==> config.mk <==
export PLATFORM = sky130hd
export DESIGN_NAME = fp_csr_file
export DESIGN_NICKNAME = d
export VERILOG_FILES = /design/src/rtl/fcsr_pkg.sv /design/src/rtl/fcsr_decode.sv /design/src/rtl/fcsr_gate.sv /design/src/rtl/fcsr_state.sv /design/src/rtl/fcsr_rdmux.sv /design/src/rtl/fp_csr_file.sv
export SDC_FILE = /design/constraint.sdc
export NUM_CORES = 1
export LEC_CHECK = 0
export BUFFER_PORTS_ARGS = -buffer_cell sky130_fd_sc_hd__buf_2
export CAP_MARGIN = 40
export CORE_ASPECT_RATIO = 0.7
export CORE_MARGIN = 2
export CORE_UTILIZATION = 35
export CTS_BUF_LIST = sky130_fd_sc_hd__clkbuf_8
export DETAILED_ROUTE_END_ITERATION = 12
export PLACE_DENSITY = 0.86
export SETUP_SLACK_MARGIN = 0.05
export SYNTH_ARGS = -nofsm -noshare
export SYNTH_HDL_FRONTEND = slang
export SYNTH_HIERARCHICAL = 1
export SYNTH_SLANG_ARGS = --single-unit
==> constraint.sdc <==
create_clock -name clk -period 6.81 [get_ports clk]
set_clock_uncertainty 0.1 [all_clocks]
set_input_delay 0.3405 -clock clk [delete_from_list [all_inputs] [get_ports clk]]
set_output_delay 0.3405 -clock clk [all_outputs]
set_load 0.01 [all_outputs]
==> src/rtl/fcsr_pkg.sv <==
package fcsr_pkg;

    // Which of the three aliased views an address selects
    typedef enum logic [1:0] {
        VIEW_NONE  = 2'd0,
        VIEW_FLAGS = 2'd1,
        VIEW_RMODE = 2'd2,
        VIEW_COMBO = 2'd3
    } fcsr_view_e;

    localparam logic [1:0] FS_OFF = 2'b00;

endpackage

==> src/rtl/fcsr_decode.sv <==
module fcsr_decode
    import fcsr_pkg::*;
#(
    parameter int            ADDR_W     = 12,
    parameter logic [11:0]   FLAGS_ADDR = 12'h001,
    parameter logic [11:0]   RMODE_ADDR = 12'h002,
    parameter logic [11:0]   COMBO_ADDR = 12'h003
) (
    input  logic [ADDR_W-1:0] addr,
    output fcsr_view_e        view
);

    always_comb begin
        if (addr == FLAGS_ADDR[ADDR_W-1:0])
            view = VIEW_FLAGS;
        else if (addr == RMODE_ADDR[ADDR_W-1:0])
            view = VIEW_RMODE;
        else if (addr == COMBO_ADDR[ADDR_W-1:0])
            view = VIEW_COMBO;
        else
            view = VIEW_NONE;
    end

endmodule

==> src/rtl/fcsr_gate.sv <==
module fcsr_gate
    import fcsr_pkg::*;
(
    input  fcsr_view_e view,
    input  logic       rd,
    input  logic       wr,
    input  logic       dbg,
    input  logic [1:0] fs,
    output logic       illegal,
    output logic       wr_ok
);

    logic hit;
    logic unit_on;

    always_comb begin
        hit     = (view != VIEW_NONE);
        unit_on = (fs != FS_OFF) || dbg;
        illegal = hit && (rd || wr) && !unit_on;
        wr_ok   = hit && wr && unit_on;
    end

endmodule

==> src/rtl/fcsr_state.sv <==
module fcsr_state
    import fcsr_pkg::*;
#(
    parameter int FLAG_W = 5,
    parameter int RM_W   = 3,
    localparam int COMBO_W = FLAG_W + RM_W
) (
    input  logic               clk,
    input  logic               rst_n,
    input  fcsr_view_e         view,
    input  logic               wr_ok,
    input  logic [COMBO_W-1:0] wbits,
    input  logic [FLAG_W-1:0]  raised,
    output logic [FLAG_W-1:0]  flags_q,
    output logic [RM_W-1:0]    rm_q
);

    logic [FLAG_W-1:0] flags_d;
    logic [RM_W-1:0]   rm_d;

    always_comb begin
        flags_d = flags_q | raised;
        rm_d    = rm_q;
        if (wr_ok) begin
            unique case (view)
                VIEW_FLAGS: flags_d = wbits[FLAG_W-1:0];
                VIEW_RMODE: rm_d    = wbits[RM_W-1:0];
                VIEW_COMBO: begin
                    flags_d = wbits[FLAG_W-1:0];
                    rm_d    = wbits[FLAG_W +: RM_W];
                end
                default: ;
            endcase
        end
    end

    always_ff @(posedge clk or negedge rst_n) begin
        if (!rst_n) begin
            flags_q <= '0;
            rm_q    <= '0;
        end else begin
            flags_q <= flags_d;
            rm_q    <= rm_d;
        end
    end

endmodule

==> src/rtl/fcsr_rdmux.sv <==
module fcsr_rdmux
    import fcsr_pkg::*;
#(
    parameter int XLEN   = 32,
    parameter int FLAG_W = 5,
    parameter int RM_W   = 3
) (
    input  fcsr_view_e        view,
    input  logic              rd,
    input  logic              illegal,
    input  logic [FLAG_W-1:0] flags,
    input  logic [RM_W-1:0]   rm,
    output logic [XLEN-1:0]   rdata
);

    always_comb begin
        rdata = '0;
        if (rd && !illegal) begin
            unique case (view)
                VIEW_FLAGS: rdata[FLAG_W-1:0] = flags;
                VIEW_RMODE: rdata[RM_W-1:0]   = rm;
                VIEW_COMBO: begin
                    rdata[FLAG_W-1:0]   = flags;
                    rdata[FLAG_W +: RM_W] = rm;
                end
                default: rdata = '0;
            endcase
        end
    end

endmodule

==> src/rtl/fp_csr_file.sv <==
module fp_csr_file
    import fcsr_pkg::*;
#(
    parameter int          XLEN       = 32,
    parameter int          ADDR_W     = 12,
    parameter int          FLAG_W     = 5,
    parameter int          RM_W       = 3,
    parameter logic [11:0] FLAGS_ADDR = 12'h001,
    parameter logic [11:0] RMODE_ADDR = 12'h002,
    parameter logic [11:0] COMBO_ADDR = 12'h003
) (
    input  logic              clk,
    input  logic              rst_n,
    input  logic [ADDR_W-1:0] csr_addr,
    input  logic              csr_rd,
    input  logic              csr_wr,
    input  logic [XLEN-1:0]   csr_wdata,
    input  logic              dbg_access,
    input  logic [1:0]        fs_state,
    input  logic [FLAG_W-1:0] fpu_flags,
    output logic [XLEN-1:0]   csr_rdata,
    output logic              csr_illegal,
    output logic              fs_mark_dirty
);

    localparam int COMBO_W = FLAG_W + RM_W;

    fcsr_view_e        view;
    logic              wr_ok;
    logic [FLAG_W-1:0] flags_q;
    logic [RM_W-1:0]   rm_q;
    logic              wdata_unused_hi;

    assign wdata_unused_hi = ^csr_wdata[XLEN-1:COMBO_W];

    fcsr_decode #(
        .ADDR_W    (ADDR_W),
        .FLAGS_ADDR(FLAGS_ADDR),
        .RMODE_ADDR(RMODE_ADDR),
        .COMBO_ADDR(COMBO_ADDR)
    ) u_decode (
        .addr(csr_addr),
        .view(view)
    );

    fcsr_gate u_gate (
        .view   (view),
        .rd     (csr_rd),
        .wr     (csr_wr),
        .dbg    (dbg_access),
        .fs     (fs_state),
        .illegal(csr_illegal),
        .wr_ok  (wr_ok)
    );

    fcsr_state #(
        .FLAG_W(FLAG_W),
        .RM_W  (RM_W)
    ) u_state (
        .clk    (clk),
        .rst_n  (rst_n),
        .view   (view),
        .wr_ok  (wr_ok),
        .wbits  (csr_wdata[COMBO_W-1:0]),
        .raised (fpu_flags),
        .flags_q(flags_q),
        .rm_q   (rm_q)
    );

    fcsr_rdmux #(
        .XLEN  (XLEN),
        .FLAG_W(FLAG_W),
        .RM_W  (RM_W)
    ) u_rdmux (
        .view   (view),
        .rd     (csr_rd),
        .illegal(csr_illegal),
        .flags  (flags_q),
        .rm     (rm_q),
        .rdata  (csr_rdata)
    );

    assign fs_mark_dirty = wr_ok;

endmodule

==> reports/results.ini, run 1 <==
[outcome]
run_status=completed

[hold_path]
hold_class=in2reg
min_from=fpu_flags[2]

[placement]
dpl.hpwl_um=1430
gp_congestion=0.706
port_buffers=41

[power_and_ir_drop]
comb_power_share=0.157
power.density_nw_per_um2=134
peakVddDrop_v=0.0000793
power.switching_uw=28.3
p_clk_frac=0.451
share_seq_of_total_power=0.392
leakagePower_nw=0.467
internal_power_uw=93.7
p_sw_frac=0.232

[final_layout]
multi_input_area_um2=413
final_core_util=0.479
antennaDiodeCount=0
seq_area_um2=200
areaGrowthSynthToFinish_pct=26.8
drive_gt1_frac=0.397
finalNetCount=189
nFillCells=198

[critical_path]
crit_top_cell=buf_2
startpoint_type=primary input
timing.critical_path.buf_inv=3
crit_required_ns=6.37
cp_slowest_cell=nor2_1
crit_fanout=20
worst_r2r_startpoint=u_state/rm_q[2]
crit_family=simple AND/OR/NAND/NOR gates
crit_path_max_incr_delay_ns=0.62
crit_chain=buf_2 > or4_1 > nor4_2 > buf_4 > o21ai_0 > nor2_1 > buf_2
critical_path_arrival_ns=2.57
critPathLaunch=csr_addr[7]
worst-setup-path-type=in2out
cp-end-kind=output pin

[yosys]
synth_compound_area_frac=0.125
synth_top_family_by_area=buffers and inverters
synthXorXnorAreaFrac=0
synth_area_um2=719
synth-warning-count=6
synthSimpleGateAreaFrac=0.273
synth_mux_area_frac=0.0417
synth-adder-area-share=0
ys_async_sr_fraction=1.00
ys_ff_latch=8
synth_edf_count=0
synth.distinct_cells=23
avgSynthCellArea_um2=8.27
syn_inst=87
synthFlopType=dfrtp_1
seq_area_frac_synth=0.278

[timing]
fin_hold_ws_ns=0.264
fin_crit_sh=0.443
worstMarginPinSlew_ns=0.813
period_needed_ns=3.02
finalSetupTns_ns=0
hold_viol_final=0
slew_violations=0
setup_violations=0
max_freq_ghz=0.332
slew_headroom=0.456
rsz0062_at_grt=no

[global_routing]
grt_pass1_vias=653
grt_start_max_net_pins=21
antenna_found_initial=0
overflow=0
track_usage=0.156
grt_pass1_wl_um=2810

[clock_tree]
cts_sinks=8
post_cts_buffers=0
htreeDepth=1
cts_tree=done
cts_resized=0
cts.clk_slew.worst_paths_ns=0.04
insertion_delay_ns=0.22
cts-root-buf=clkbuf_8
cts_made_buffers=3
cts.path.max_buffers=2

[floorplanning]
start_util=0.378
die_area_um2=2440
fp.dieH_um=41.9
pin_count=90
core_area_um2=1900
num_rows=13
die_x_um=58.2

[drt]
drc=0
vias=727
wl_per_cell_um=11.5
detail_route.first_pass.iterations=4
drt-initial-drc-count=39
wl_um=1760
avgViaCountPerCell=4.75
postRouteAntennaNets=0

[flow_run]
drv_cap=0

[cells in the final DEF (no fill, tap or decap), types with 2 or more instances in the layout]
| master | instances |
|---|---|
| a21oi_1 | 6 |
| buf_2 | 41 |
| nand2b_1 | 3 |
| mux2i_1 | 3 |
| clkbuf_8 | 3 |
| o21ai_1 | 5 |
| nor2_1 | 6 |
| and3_2 | 2 |
| dfrtp_1 | 8 |
| nand2_1 | 3 |
| or4_1 | 2 |
| and2_1 | 3 |
| conb_1 | 24 |
| a31oi_1 | 3 |
| nand3b_1 | 3 |
| buf_4 | 2 |
| nand3_1 | 5 |
[registers in the layout, summed over array words and instances, names as in the netlist]
signal,cells
u_state/rm_q,3
u_state/flags_q,5
[layout make-up]
type / count / share of cell area
Sequential cell: 8 / 0.219
Timing Repair Buffer: 44 / 0.252
Tap cell: 22 / 0.0302
Clock buffer: 3 / 0.0453
Multi-Input combinational cell: 76 / 0.453
[layer usage]
metal | vias up | wire length (um) | GRT usage
met3 | 6 | 163 | 0.0405
met5 | - | 0 | 0
met4 | 0 | 53 | 0.107
li1 | 347 | - | -
met2 | 49 | 841 | 0.261
met1 | 325 | 705 | 0.172
[power groups by stage]
stage / Clock [mW] / Combinational [mW] / Sequential (mW)
finish: 0.0550 / 0.0192 / 0.0478
global placement: 0 / 0.0180 / 0.0484
floorplan: 0 / 0.0181 / 0.0484
detailed placement: 0 / 0.0185 / 0.0484
CTS: 0.0574 / 0.0190 / 0.0478
global route: 0.0600 / 0.0213 / 0.0477
[per-stage QoR]
| step | total power, mW | area, um^2 | setup WS [ns] | cells |
|---|---|---|---|---|
| global route | 0.129 | 912 | 3.61 | 153 |
| CTS | 0.124 | 912 | 3.82 | 153 |
| global placement | 0.0664 | 861 | 3.96 | 149 |
| detailed placement | 0.0669 | 861 | 3.83 | 149 |
| floorplan | 0.0665 | 806 | 3.77 | 110 |
| finish | 0.122 | 912 | 3.79 | 153 |
[what timing repair did]
item,CTS,global route
hold buffers,1,0
setup endpoints to repair,0,0
endpoints found under the hold margin,8,0
[final timing paths]
kind | end | slack (ns) | cells after the start
max | fs_mark_dirty | 3.79 | 7
min | u_state/flags_q[2] | 0.26 | 3
max reg2reg | u_state/rm_q[2] | 5.97 | 2
min reg2reg | u_state/flags_q[0] | 0.42 | 2
max in group asynchronous | u_state/flags_q[1] | 6.05 | 2
min in group asynchronous | u_state/flags_q[2] | 0.39 | 2
[worst register-to-register path, cell delays in order, from the launching register on]
cell and delay [ns]:
dfrtp_1 0.39, a21oi_1 0.12, a31oi_1 0.06
[synthesized netlist by cell type, types with 3 or more instances]
cell | count | area share
dfrtp_1 | 8 | 0.28
o21ai_1 | 5 | 0.035
a21oi_1 | 6 | 0.042
nand2b_1 | 3 | 0.026
mux2i_1 | 3 | 0.042
nand3b_1 | 3 | 0.031
nor2_1 | 6 | 0.031
nand3_1 | 5 | 0.035
buf_4 | 25 | 0.26
nand2_1 | 3 | 0.016
and2_1 | 3 | 0.026
a31oi_1 | 3 | 0.026
[cell families (layout without fill, tap and decap cells)]
group / after synthesis / after routing
buffers and inverters: 26 / 47
muxes: 3 / 3
AOI/OAI and AO/OA: 16 / 16
other: 1 / 24
and+or+nand+nor: 33 / 33
DFF: 8 / 8
Power figures use the tool's default switching activity.
==> run 2, diff against run 1 <==
--- a/config.mk
+++ b/config.mk
@@ -5,6 +5,7 @@
 export SDC_FILE = /design/constraint.sdc
 export NUM_CORES = 1
 export LEC_CHECK = 0
+export ABC_AREA = 1
 export BUFFER_PORTS_ARGS = -buffer_cell sky130_fd_sc_hd__buf_2
 export CAP_MARGIN = 40
 export CORE_ASPECT_RATIO = 0.7
@@ -12,7 +13,7 @@
 export CORE_UTILIZATION = 35
 export CTS_BUF_LIST = sky130_fd_sc_hd__clkbuf_8
 export DETAILED_ROUTE_END_ITERATION = 12
-export PLACE_DENSITY = 0.86
+export PLACE_DENSITY = 0.82
 export SETUP_SLACK_MARGIN = 0.05
 export SYNTH_ARGS = -nofsm -noshare
 export SYNTH_HDL_FRONTEND = slang
==> constraint.sdc (replaced) <==
create_clock -name clk -period 2.9 [get_ports clk]
set_clock_uncertainty 0.1 [all_clocks]
set_input_delay 0.145 -clock clk [delete_from_list [all_inputs] [get_ports clk]]
set_output_delay 0.145 -clock clk [all_outputs]
set_load 0.01 [all_outputs]
==> run 2 against run 1 <==
Compared with the run above: core utilization down 0.79 points; sequential share of layout area down 2.6 points; design area up 13%; largest cell class unchanged.
==> reports/results.ini, run 2 <==
[yosys]
syn_inst=139
synth_common_cells=nand2_1 (35), inv_1 (27), buf_4 (24)
seq_area_frac_synth=0.244
avgSynthCellArea_um2=5.91
synth.distinct_cells=12
ys_async_sr_fraction=1.00
synth_area_leader_cell=dfrtp_1
synth.most_common_cell=nand2_1
synth_edf_count=0
ys_top_cells_by_area=dfrtp_1 (24%), buf_4 (22%), nand2_1 (16%)
yosys.area.top_type_share=0.244
synth_area_um2=822
ys_ff_latch=8
synth-warning-count=6
synthFlopType=dfrtp_1

[timing]
period_needed_ns=1.96
setup_violations=0
hold_viol_final=0
rsz0062_at_grt=no
fin_crit_sh=0.675
max_freq_ghz=0.511
finalSetupTns_ns=0
slew_violations=0

[power_and_ir_drop]
peakVddDrop_v=0.000201
leakagePower_nw=0.623
power.density_nw_per_um2=286

[drt]
detail_route.first_pass.iterations=4
avgViaCountPerCell=3.90
wl_um=1740
vias=842
postRouteAntennaNets=0
wl_per_cell_um=8.05
drt-initial-drc-count=31
drc=0

[clock_tree]
htreeDepth=1
cts_tree=done
cts.path.max_buffers=2
cts_made_buffers=3
cts-root-buf=clkbuf_8
cts.clk_slew.worst_paths_ns=0.04
insertion_delay_ns=0.22
cts_sinks=8

[final_layout]
final_common_cell=buf_2
areaGrowthSynthToFinish_pct=25.6
finalNetCount=242
stdcell_area_um2=1030
regMostFlops=u_state/flags_q
largest_reg_flops=5
mostFrequentLayoutCells=buf_2 (41), nand2_1 (35), inv_1 (27)
largest_registers=u_state/flags_q: 5 flops, u_state/rm_q: 3 flops
antennaDiodeCount=0
fin_cells=216
drive_gt1_frac=0.283

[floorplanning]
core_area_um2=2190
pin_count=90
fp.dieH_um=44.5
start_util=0.375
die_x_um=61.9
die_area_um2=2760
num_rows=14

[global_routing]
grt_pass1_wl_um=2760
grt_start_max_net_pins=14
track_usage=0.138
antenna_found_initial=0
grt_pass1_vias=663
overflow=0

[critical_path]
timing.critical_path.buf_inv=6
startpoint_type=primary input
critical_path_arrival_ns=1.71
crit_top_cell=nand2_1
crit_chain=buf_2 > inv_1 > nand2_1 > nor2_1 > nand2_1 > nor2_1 > inv_1 > nand2_1 > nand2_1 > nor2_1 > inv_2 > nand2_2 > inv_2 > nand2_1 > nor2_1 > buf_2
crit_family=simple AND/OR/NAND/NOR gates
crit_path_max_incr_delay_ns=0.38
crit_fanout=7
worst-setup-path-type=in2out
crit_required_ns=2.65
cp_slowest_cell=nor2_1
cp-end-kind=output pin

[placement]
dpl.hpwl_um=1470
gp_congestion=0.761
port_buffers=41
dpl-instance-area_um2=981
place_inst=212

[outcome]
run_status=completed

[flow_run]
drv_cap=0

[hold_path]
hold_class=in2reg

[run 2: changes by cell type in the layout (fill, tap and decap cells not counted), sizes merged, moves of 3 or more]
cell | previous run | this run
a31oi | 3 | 0
nand2 | 3 | 38
nand3b | 3 | 0
mux2i | 3 | 0
nand3 | 5 | 8
inv | 0 | 31
nor2 | 6 | 18
and2 | 4 | 0
nand4 | 0 | 3
a21oi | 6 | 0
nand2b | 3 | 0
[run 2: area by class of cell]
| type | instances | area, um^2 |
|---|---|---|
| fill | 249 | 1160 |
| multi-input combinational | 99 | 412 |
| tap | 32 | 40.0 |
| timing repair buffer | 43 | 223 |
| sequential | 8 | 200 |
| inverter | 31 | 116 |
| clock buffer | 3 | 41.3 |
[run 2: final timing paths]
kind                       cells after the start  slack (ns)               start            endpoint
min in group asynchronous                      2        0.19               rst_n  u_state/flags_q[2]
max                                           16        0.94         csr_addr[8]        csr_rdata[6]
max reg2reg                                    4        2.02  u_state/flags_q[0]  u_state/flags_q[0]
max in group asynchronous                      2        2.34               rst_n  u_state/flags_q[4]
min reg2reg                                    2        0.39     u_state/rm_q[2]     u_state/rm_q[2]
min                                            3        0.03        csr_wdata[4]  u_state/flags_q[4]
[run 2: cell families after synthesis]
logic type | count (synthesis) | share of synthesized area
DFF | 8 | 0.244
buffers and inverters | 55 | 0.361
other | 1 | 0.00456
AOI/OAI and AO/OA | 8 | 0.0487
and+or+nand+nor | 67 | 0.342
[run 2: metrics by stage]
| step | hold WS, ns | power [mW] | worst slack [ns] | util |
|---|---|---|---|---|
| after floorplan | -0.251 | 0.163 | 0.877 | - |
| final | 0.0290 | 0.295 | 0.942 | 0.471 |
| after detailed placement | -0.108 | 0.164 | 0.968 | 0.448 |
| after global placement | -0.105 | 0.163 | 1.01 | 0.448 |
| after global routing | 0.0530 | 0.313 | 0.680 | 0.471 |
| after CTS | 0.0265 | 0.300 | 0.961 | 0.471 |
[run 2: routing by layer]
metal	share of wire	global-route usage	up-vias
li1	-	-	452
met1	0.47	0.187	359
met2	0.47	0.213	29
met3	0.057	0.0263	2
met4	0.0029	0.0638	0
met5	0	0	-
[run 2: timing repair]
| item | in CTS | in global routing |
|---|---|---|
| buffers inserted | 0 | 0 |
| hold buffers | 1 | 0 |
| resized for setup | 0 | 0 |
| hold endpoints to repair | 8 | 0 |
[run 2: worst register-to-register path: cells and delay by family (launching register included)]
kind | cells | cell delay [ns]
buffers and inverters | 1 | 0.05
AND/OR/NAND/NOR | 2 | 0.15
AO/OA/AOI/OAI | 1 | 0.07
flip-flops | 1 | 0.39
[run 2: power breakdown]
part	switching (mW)	internal (mW)
Clock	0.0415	0.0897
Sequential	0.000000402	0.112
Combinational	0.0314	0.0203
Total	0.0729	0.222
